File: src/rtl/mwin_pkg.sv
package mwin_pkg;
  localparam int AW       = 16;
  localparam int DW       = 32;
  localparam int SLOTS    = 32;
  localparam int CNT_W    = 4;
  localparam int OFF_W    = $clog2(SLOTS);
  localparam int ALIGN_W  = 5;
  localparam int WIN_BYTES = SLOTS * (DW / 8);

  typedef struct packed {
    logic [AW-1:0]    src;
    logic [AW-1:0]    dst;
    logic [SLOTS-1:0] mask;
    logic [CNT_W-1:0] cnt;
    logic             irq_en;
  } cmd_t;

  // Force the low alignment bits of a programmed address to zero.
  function automatic logic [AW-1:0] align_base(input logic [AW-1:0] a);
    return {a[AW-1:ALIGN_W], {ALIGN_W{1'b0}}};
  endfunction

  // Byte address of a slot inside the current window.
  function automatic logic [AW-1:0] slot_addr(input logic [AW-1:0] base,
                                               input logic [OFF_W-1:0] off);
    return base + AW'({off, 2'b00});
  endfunction

  // Lowest open slot at or above 'from'; MSB set means none left.
  function automatic logic [OFF_W:0] next_open(input logic [SLOTS-1:0] m,
                                               input logic [OFF_W:0] from);
    logic [OFF_W:0] r;
    r = (OFF_W+1)'(SLOTS);
    for (int i = SLOTS-1; i >= 0; i--) begin
      if (i >= int'(from) && !m[i]) r = (OFF_W+1)'(i);
    end
    return r;
  endfunction
endpackage

File: src/rtl/mwin_cmd_slot.sv
module mwin_cmd_slot
  import mwin_pkg::*;
(
  input  logic clk,
  input  logic rst_n,
  input  logic cmd_valid,
  input  cmd_t cmd_in,
  input  logic eng_idle,
  output logic pend_v,
  output logic start,
  output cmd_t start_cmd
);
  cmd_t held_q;
  logic store;
  logic handoff;

  // Hold when the engine is busy or a command already waits (latest wins).
  assign store   = cmd_valid && (!eng_idle || pend_v);
  assign handoff = eng_idle && pend_v;

  assign start     = eng_idle && (pend_v || cmd_valid);
  assign start_cmd = pend_v ? held_q : cmd_in;

  always_ff @(posedge clk) begin
    if (!rst_n) begin
      pend_v <= 1'b0;
      held_q <= '0;
    end else begin
      if (store) begin
        pend_v <= 1'b1;
        held_q <= cmd_in;
      end else if (handoff) begin
        pend_v <= 1'b0;
      end
    end
  end
endmodule

File: src/rtl/mwin_walker.sv
module mwin_walker
  import mwin_pkg::*;
(
  input  logic             clk,
  input  logic             rst_n,
  input  logic             start,
  input  cmd_t             start_cmd,
  output logic             idle,
  output logic             rd_en,
  output logic [AW-1:0]    rd_addr,
  input  logic [DW-1:0]    rd_data,
  output logic             wr_en,
  output logic [AW-1:0]    wr_addr,
  output logic [DW-1:0]    wr_data,
  output logic             irq,
  output logic [SLOTS-1:0] cur_mask,
  output logic [OFF_W-1:0] cur_off
);
  typedef enum logic [1:0] {S_IDLE, S_RD, S_WR} st_t;

  st_t              st;
  logic [AW-1:0]    src_q, dst_q;
  logic [SLOTS-1:0] mask_q;
  logic [CNT_W-1:0] left_q;
  logic [OFF_W-1:0] off_q;
  logic             irq_en_q, irq_q;

  logic [OFF_W:0]   nxt_in_win, first_cur, first_new;

  assign nxt_in_win = next_open(mask_q, {1'b0, off_q} + 1'b1);
  assign first_cur  = next_open(mask_q, '0);
  assign first_new  = next_open(start_cmd.mask, '0);

  assign idle     = (st == S_IDLE);
  assign rd_en    = (st == S_RD);
  assign wr_en    = (st == S_WR);
  assign rd_addr  = slot_addr(src_q, off_q);
  assign wr_addr  = slot_addr(dst_q, off_q);
  assign wr_data  = rd_data;
  assign irq      = irq_q;
  assign cur_mask = mask_q;
  assign cur_off  = off_q;

  always_ff @(posedge clk) begin
    if (!rst_n) begin
      st       <= S_IDLE;
      src_q    <= '0;
      dst_q    <= '0;
      mask_q   <= '0;
      left_q   <= '0;
      off_q    <= '0;
      irq_en_q <= 1'b0;
      irq_q    <= 1'b0;
    end else begin
      irq_q <= 1'b0;
      unique case (st)
        S_IDLE: if (start) begin
          src_q    <= align_base(start_cmd.src);
          dst_q    <= align_base(start_cmd.dst);
          mask_q   <= start_cmd.mask;
          left_q   <= start_cmd.cnt;
          irq_en_q <= start_cmd.irq_en;
          if (first_new[OFF_W]) begin
            irq_q <= start_cmd.irq_en;      // nothing open: done at once
          end else begin
            off_q <= first_new[OFF_W-1:0];
            st    <= S_RD;
          end
        end
        S_RD: st <= S_WR;
        S_WR: begin
          if (!nxt_in_win[OFF_W]) begin
            off_q <= nxt_in_win[OFF_W-1:0];
            st    <= S_RD;
          end else if (left_q != '0) begin
            left_q <= left_q - 1'b1;
            src_q  <= src_q + AW'(WIN_BYTES);
            dst_q  <= dst_q + AW'(WIN_BYTES);
            off_q  <= first_cur[OFF_W-1:0];
            st     <= S_RD;
          end else begin
            irq_q <= irq_en_q;
            st    <= S_IDLE;
          end
        end
        default: st <= S_IDLE;
      endcase
    end
  end
endmodule

File: src/rtl/mwin_dma.sv
module mwin_dma
  import mwin_pkg::*;
(
  input  logic             clk,
  input  logic             rst_n,
  input  logic             cmd_valid,
  input  logic [AW-1:0]    cmd_src,
  input  logic [AW-1:0]    cmd_dst,
  input  logic [SLOTS-1:0] cmd_mask,
  input  logic [CNT_W-1:0] cmd_cnt,
  input  logic             cmd_irq_en,
  output logic             rd_en,
  output logic [AW-1:0]    rd_addr,
  input  logic [DW-1:0]    rd_data,
  output logic             wr_en,
  output logic [AW-1:0]    wr_addr,
  output logic [DW-1:0]    wr_data,
  output logic             active,
  output logic             pending,
  output logic             irq
);
  cmd_t             cmd_in, start_cmd;
  logic             eng_idle, start;
  logic [SLOTS-1:0] cur_mask;
  logic [OFF_W-1:0] cur_off;

  assign cmd_in = '{src: cmd_src, dst: cmd_dst, mask: cmd_mask,
                    cnt: cmd_cnt, irq_en: cmd_irq_en};

  mwin_cmd_slot u_slot (
    .clk(clk), .rst_n(rst_n), .cmd_valid(cmd_valid), .cmd_in(cmd_in),
    .eng_idle(eng_idle), .pend_v(pending), .start(start), .start_cmd(start_cmd)
  );

  mwin_walker u_walk (
    .clk(clk), .rst_n(rst_n), .start(start), .start_cmd(start_cmd),
    .idle(eng_idle), .rd_en(rd_en), .rd_addr(rd_addr), .rd_data(rd_data),
    .wr_en(wr_en), .wr_addr(wr_addr), .wr_data(wr_data), .irq(irq),
    .cur_mask(cur_mask), .cur_off(cur_off)
  );

  assign active = !eng_idle;
endmodule

File: config.mk
export PLATFORM = sky130hd
export DESIGN_NAME = mwin_dma
export DESIGN_NICKNAME = d
export VERILOG_FILES = /design/src/rtl/mwin_pkg.sv /design/src/rtl/mwin_cmd_slot.sv /design/src/rtl/mwin_walker.sv /design/src/rtl/mwin_dma.sv
export SDC_FILE = /design/constraint.sdc
export NUM_CORES = 1
export LEC_CHECK = 0
export CORE_ASPECT_RATIO = 1.1
export CORE_UTILIZATION = 40
export CTS_CLUSTER_DIAMETER = 200
export DETAILED_ROUTE_END_ITERATION = 7
export DONT_BUFFER_PORTS = 1
export HOLD_SLACK_MARGIN = 0.03
export PLACE_DENSITY = 0.56
export SYNTH_ARGS = -nofsm -noshare
export SYNTH_HDL_FRONTEND = slang
export SYNTH_SLANG_ARGS = --single-unit
File: constraint.sdc
create_clock -name clk -period 4.4 [get_ports clk]
set_clock_uncertainty 0.15 [all_clocks]
set_input_delay 0.88 -clock clk [delete_from_list [all_inputs] [get_ports clk]]
set_output_delay 0.88 -clock clk [all_outputs]
set_load 0.05 [all_outputs]
# == Word level (Yosys, flattened, before mapping) ==
# Index checks and enable logic that the tools add are counted.
# word_totals
inputBits,104
reg_bits,147
wordCells,263
# classes
add_sub_neg,6
n_lt_le_gt_ge,32
n_mux,126
n_eq_ne,7
reduce_logical,78
# ops
op,n
2-to-1 mux 6 bit,64
2-to-1 mux 5 bit,36
greater-or-equal comparator 5 x 6 -> 1 bit (first input constant),16
2-to-1 mux 16 bit,6
2-to-1 mux 69 bit,1
case mux 16 bit (2 select lines),2
greater-or-equal comparator 4 x 6 -> 1 bit (first input constant),8
logical AND 1 bit,35
zero test 1 bit,33
adder 16 x 7 -> 16 bit,2
adder 16 x 8 -> 16 bit (second input constant),2
greater-or-equal comparator 3 x 6 -> 1 bit (first input constant),4
greater-or-equal comparator 1 x 6 -> 1 bit (first input constant),2
greater-or-equal comparator 2 x 6 -> 1 bit (first input constant),2
2-to-1 mux 4 bit,3
case mux 5 bit (2 select lines),1
case mux 4 bit (2 select lines),1
AND reduction 4 bit,2
2-to-1 mux 1 bit,7
adder 5 x 1 -> 6 bit (second input constant),1
2-to-1 mux 2 bit,3
!= test 2 x 1 -> 1 bit (second input constant),3
case mux 2 bit (3 select lines),1
AND reduction 2 bit,2
other kinds (10),12

# == Depth between registers and ports, before layout ==
# logic_depth
ltp_word,37
depth_mapped,15
ltp_nobuf,11

# == Hierarchy ==
# From an unflattened synthesis, not the netlist that was laid out.
# hier_totals
cells_unflattened,1232
area_unflattened_um2,9449.1
# by_module_without_submodules
module,seq_area_each_um2,instances,cells_per_inst,area_per_inst_um2
mwin_walker,1341.3,1,848,5874.4
mwin_cmd_slot,1401.3,1,383,3570.9
mwin_dma,0.0,1,1,3.8

# == Worst setup path before layout ==
# No wires, ideal clock.
# synth_path
path_kind,flip-flop to flip-flop
from,"register u_walk.off_q[0], in the netlist u_walk.cur_off[0]"
to,register u_walk.dst_q[13]
setup_ps,122
path_slack_ps,1092
arrival_ps,3036
t_required_ps,4128
n_path_buf,5
stages_incl_launch_ff,16
period_less_slack_ps,3308
path_cell_list,dfxtp_1 -> buf_4 -> inv_1 -> ha_1 -> clkbuf_2 -> inv_1 -> or4b_1 -> o221ai_1 -> o311a_1 -> nor4_2 -> and4_1 -> buf_4 -> o211ai_4 -> buf_6 -> buf_2 -> o22ai_1
# synth_via
elab_chain_cells,37
elab_cells_between_ends,99
cone_classes,1 x add/sub; 32 x order compare; 1 x eq/ne; 32 x mux; 33 x reduce/logical
# synth_lines
item,line,text
"start, declared",mwin_walker.sv:25,logic [OFF_W-1:0] off_q;
"start signal, assigned",mwin_walker.sv:66,off_q <= first_new[OFF_W-1:0];
"start signal, assigned",mwin_walker.sv:73,off_q <= nxt_in_win[OFF_W-1:0];
"start signal, assigned",mwin_walker.sv:79,off_q <= first_cur[OFF_W-1:0];
adder 5 x 1 -> 6 bit (*),mwin_walker.sv:30,"assign nxt_in_win = next_open(mask_q, {1'b0, off_q} + 1'b1);"
greater-or-equal comparator 5 x 6 -> 1 bit,mwin_pkg.sv:35,if (i >= int'(from) && !m[i]) r = (OFF_W+1)'(i);
logical AND 1 bit,mwin_pkg.sv:35,
2-to-1 mux 6 bit (31 in series),mwin_pkg.sv:35,
2-to-1 mux 6 bit (*),mwin_pkg.sv:35,
!= test 2 x 1 -> 1 bit (no line) (*),n/a,
AND reduction 4 bit (no line) (*),n/a,
"end signal, assigned",mwin_walker.sv:59,dst_q <= align_base(start_cmd.dst);
"end signal, assigned",mwin_walker.sv:78,dst_q <= dst_q + AW'(WIN_BYTES);
"end, declared",mwin_walker.sv:22,"logic [AW-1:0] src_q, dst_q;"
# Mark *: on every way between the ends. The rest lies on a longest branch, timed or not.
# A chain may end at the register's enable or synchronous reset.

# == Final worst setup path ==
# layout_path
from,"register u_walk.off_q[0], in the netlist u_walk.cur_off[0]"
to,register u_walk.src_q[9]
# layout_via
elab_chain_cells,37
elab_cells_between_ends,99
cone_classes,1 x add/sub; 32 x order compare; 1 x eq/ne; 32 x mux; 33 x reduce/logical
# layout_lines
item,line,text
adder 5 x 1 -> 6 bit (*),mwin_walker.sv:30,
greater-or-equal comparator 5 x 6 -> 1 bit,mwin_pkg.sv:35,
logical AND 1 bit,mwin_pkg.sv:35,
2-to-1 mux 6 bit (31 in series),mwin_pkg.sv:35,
2-to-1 mux 6 bit (*),mwin_pkg.sv:35,
!= test 2 x 1 -> 1 bit (no line) (*),n/a,
AND reduction 4 bit (no line) (*),n/a,
"end signal, assigned",mwin_walker.sv:58,src_q <= align_base(start_cmd.src);
"end signal, assigned",mwin_walker.sv:77,src_q <= src_q + AW'(WIN_BYTES);
"end, declared",mwin_walker.sv:22,
# Marked as above.

==> results.md <==
- Synth Area in Simple Gates: 0.244
- Post-synthesis compound-gate area fraction: 0.273
- PwrDens: 402 nW/um2
- Clk slew on worst S/H paths: 0.06 ns
- Yosys top cell by area: dfxtp_1
- First-pass GRT wire length: 40300 um
- CTS tree: done
- P&R area growth vs syn: 8.05%
- # H-tree levels: 4
- Worst path cell trace: buf_4, nand3_2, mux2_2, a211oi_1, a211oi_1, o211a_1, and4_1, o211ai_4, nor2_1, o221a_1
- Synth unique cells: a little under 90
- Worst EP required: 4.56 ns
- I/O Buffers: 0
- Hold buffers post-CTS: 0
- WL/cell: approximately 18 um
- Crit end category: register
- Most used cell, CP: a211oi_1
- Root Driver: clkbuf_16
- Number of diodes: 0
- Most frequent cell after synthesis: nand2_1
- Critical Path AT: between 4 and 5 ns
- Die X-Extent: 143 um
- Hold WS: 0.301 ns
- CP delay by family, top: compound AO/OA/AOI/OAI gates
- CTS buffer count: 17
- Fin crit period: between 3 and 4 ns
- Number of synthesized flops with an enable pin: 0
- Pin count of the biggest net entering global routing: 67
- Clk buf depth: 2
- Fmax achieved: between 200 and 300 MHz
- Max Slew Vio Count: 0
- Setup TNS: 0 ns
- CP max FO: 43
- Clk Latency, worst-skew pair: around 0.42 ns
- Slew of the pin with the lowest slew margin: approximately 1.1 ns
- Die area: 22400 um2
- Ys flop type: dfxtp_1
- Pre-antenna DRT Iters: 5
- #FFs+latches synth: between 100 and 150
- Post-DP HPWL: around 18000 um
- Max cap viols: 0
- Period utilization: 0.898
- Core area: approximately 21000 um2
- Row Count: 56
- Initial antenna violation count: 0
- Vias post-DR: between 8000 and 9000
- Startpoint Class: register
- PostCTS Resize Cnt: 0
- Antenna viol nets, final: 0
- Final core occ: 0.441
- Clock sink count: around 130
- Crit Path Class: reg2reg
- Global route hottest layer: met2
- Filler Cells Inserted: between 2000 and 2500
- Fin. Hold Viols: 0
- Routed Wire Length: approximately 25000 um
- Detailed Route Iter0 Violations: roughly 540
- M2 GR Usage: 0.366
- Post-Syn Instances: about 1200
- Status: complete, no violations
- Mapped Area: roughly 8700 um2
- Share of the synthesized area in the top cell type: 0.291
- Slowest cell on the critical path: o211ai_4
- IO Pins: approximately 170
- Area share of fa/ha/maj cells after synthesis: 0.0186
- Asr flop ratio synth: 0
- Synth Area in XOR/XNOR: 0.0261
- Worst relative slew slack: 0.263
- Worst Path Buf+Inv: 1
- Routing usage on met1: 0.307
- Initial Util: 0.408
- Setup bufs post-CTS: 0
- Register area share after synthesis: 0.291
- Overflow after GRT: 0
- Hold crit path type: reg2reg
- Pleak: 3.45 nW
- Post-synth top cells: nand2_1 (189), dfxtp_1 (127), a21oi_1 (123)
- Die Y: about 160 um
- Met3 usage: 0.0566
- Delay of the slowest critical-path stage: between 0.8 and 0.9 ns
- Synth top area cells: dfxtp_1 (29%), nand2_1 (8.1%), a21oi_1 (7.1%)
- Largest family of logic cells by synthesized area: compound AO/OA/AOI/OAI gates
- Setup Viol. Count Final: 0
- Final nets: roughly 1300
- Total GRT Usage: 0.231
- Multiplexer area fraction after synthesis: 0.0552
- Placer Congestion: approximately 0.9
- Via-per-instance ratio: 5.66
- Worst vdd ir: 0.000237 V
- Layout cell share with drive strength beyond 1: 0.0975
- RSZ-0062 raised after global routing: no
- DRC: 0
- Number of global-route vias before repair: between 7000 and 8000
- Synth Warn #: 0
- Syn_area_per_cell: 7.34 um2
==> per-stage QoR <==
step,power (W),setup WS [ns],cell area [um2],std cells
3_3_place_gp,0.00229,0.491,8800,1407
2_1_floorplan,0.00216,1.09,8730,1192
3_5_place_dp,0.00230,0.492,8800,1407
5_1_grt,0.00396,0.192,9430,1439
4_1_cts,0.00381,0.465,9430,1439
6_report,0.00379,0.449,9430,1439
==> cell families after synthesis <==
logic type	count (synthesis)
XOR/XNOR	26
adder cells (fa/ha/maj)	13
other	1
buffers and inverters	155
AO/OA/AOI/OAI	365
flip-flops	127
AND/OR/NAND/NOR	454
multiplexers	48
==> power by group <==
group,leakage (nW),total [W],switching [W],internal [W]
logic,2.10,0.000879,0.000571,0.000308
registers,1.04,0.00140,0.000150,0.00125
clock network,0.307,0.00151,0.000543,0.000963
total,3.45,0.00379,0.00126,0.00252
==> worst paths after layout <==
check | start | endpoint | slack, ns | cells after the start
setup / recovery | u_walk.cur_off[0] | u_walk.src_q[9] | 0.45 | 10
hold / removal | u_slot.held_q[60] | u_slot.held_q[60] | 0.30 | 2
setup reg to reg | u_walk.cur_off[0] | u_walk.src_q[9] | 0.45 | 10
hold reg to reg | u_slot.held_q[60] | u_slot.held_q[60] | 0.30 | 2
==> worst register-to-register path, cell delays in order, from the launching register on <==
cell and delay [ns]:
dfxtp_1 0.35, buf_4 0.40, nand3_2 0.30, mux2_2 0.39, a211oi_1 0.44, a211oi_1 0.14
o211a_1 0.15, and4_1 0.25, o211ai_4 0.87, nor2_1 0.13, o221a_1 0.27
==> cells in the final DEF (no fill, tap or decap), drive strengths merged, types with 5 or more instances in the layout <==
cell type | Yosys | layout
nand2b | 19 | 19
a32oi | 7 | 7
o31ai | 7 | 7
nand4 | 8 | 8
nand2 | 190 | 190
nor2b | 15 | 15
a21oi | 124 | 124
and2 | 11 | 11
a211oi | 43 | 43
dfxtp | 127 | 127
xnor2 | 10 | 10
clkinv | 0 | 6
o211ai | 10 | 10
o22ai | 18 | 18
clkbuf | 42 | 18
o221a | 5 | 5
mux2i | 47 | 47
a21boi | 5 | 5
inv | 39 | 41
o21ai | 63 | 63
o22a | 5 | 5
nand3b | 7 | 7
a211o | 5 | 5
and3 | 5 | 5
nor2 | 104 | 104
xor2 | 16 | 16
or3 | 6 | 6
a21o | 10 | 10
o21a | 7 | 7
or2 | 8 | 8
a31oi | 19 | 19
nor3 | 23 | 23
buf | 74 | 41
ha | 13 | 13
nand3 | 39 | 39
==> per-layer routing <==
layer  vias to the layer above  wire length (um)
met1                      3800             11800
met3                        28              1560
met4                         0               329
met2                       217             11700
li1                       4093                 -
met5                         -                 0
==> final cells by class <==
cell class	instances	area [um2]	share of cell area
clock buffers	18	439	0.0466
repair buffers	41	320	0.0340
clock inverters	14	188	0.0199
flip-flops and latches	127	2550	0.270
multi-input cells	910	5420	0.575
inverters	39	148	0.0157
well taps	290	363	0.0385
==> flip-flops by register name, indices dropped and copies added, names as in the netlist <==
register         count
u_slot.held_q       59
u_slot.pend_v        1
u_walk.cur_mask     32
u_walk.cur_off       5
u_walk.dst_q        11
u_walk.irq           1
u_walk.irq_en_q      1
u_walk.left_q        4
u_walk.src_q        11
u_walk.st            2
Note: power is estimated with default switching activity, not from simulation.
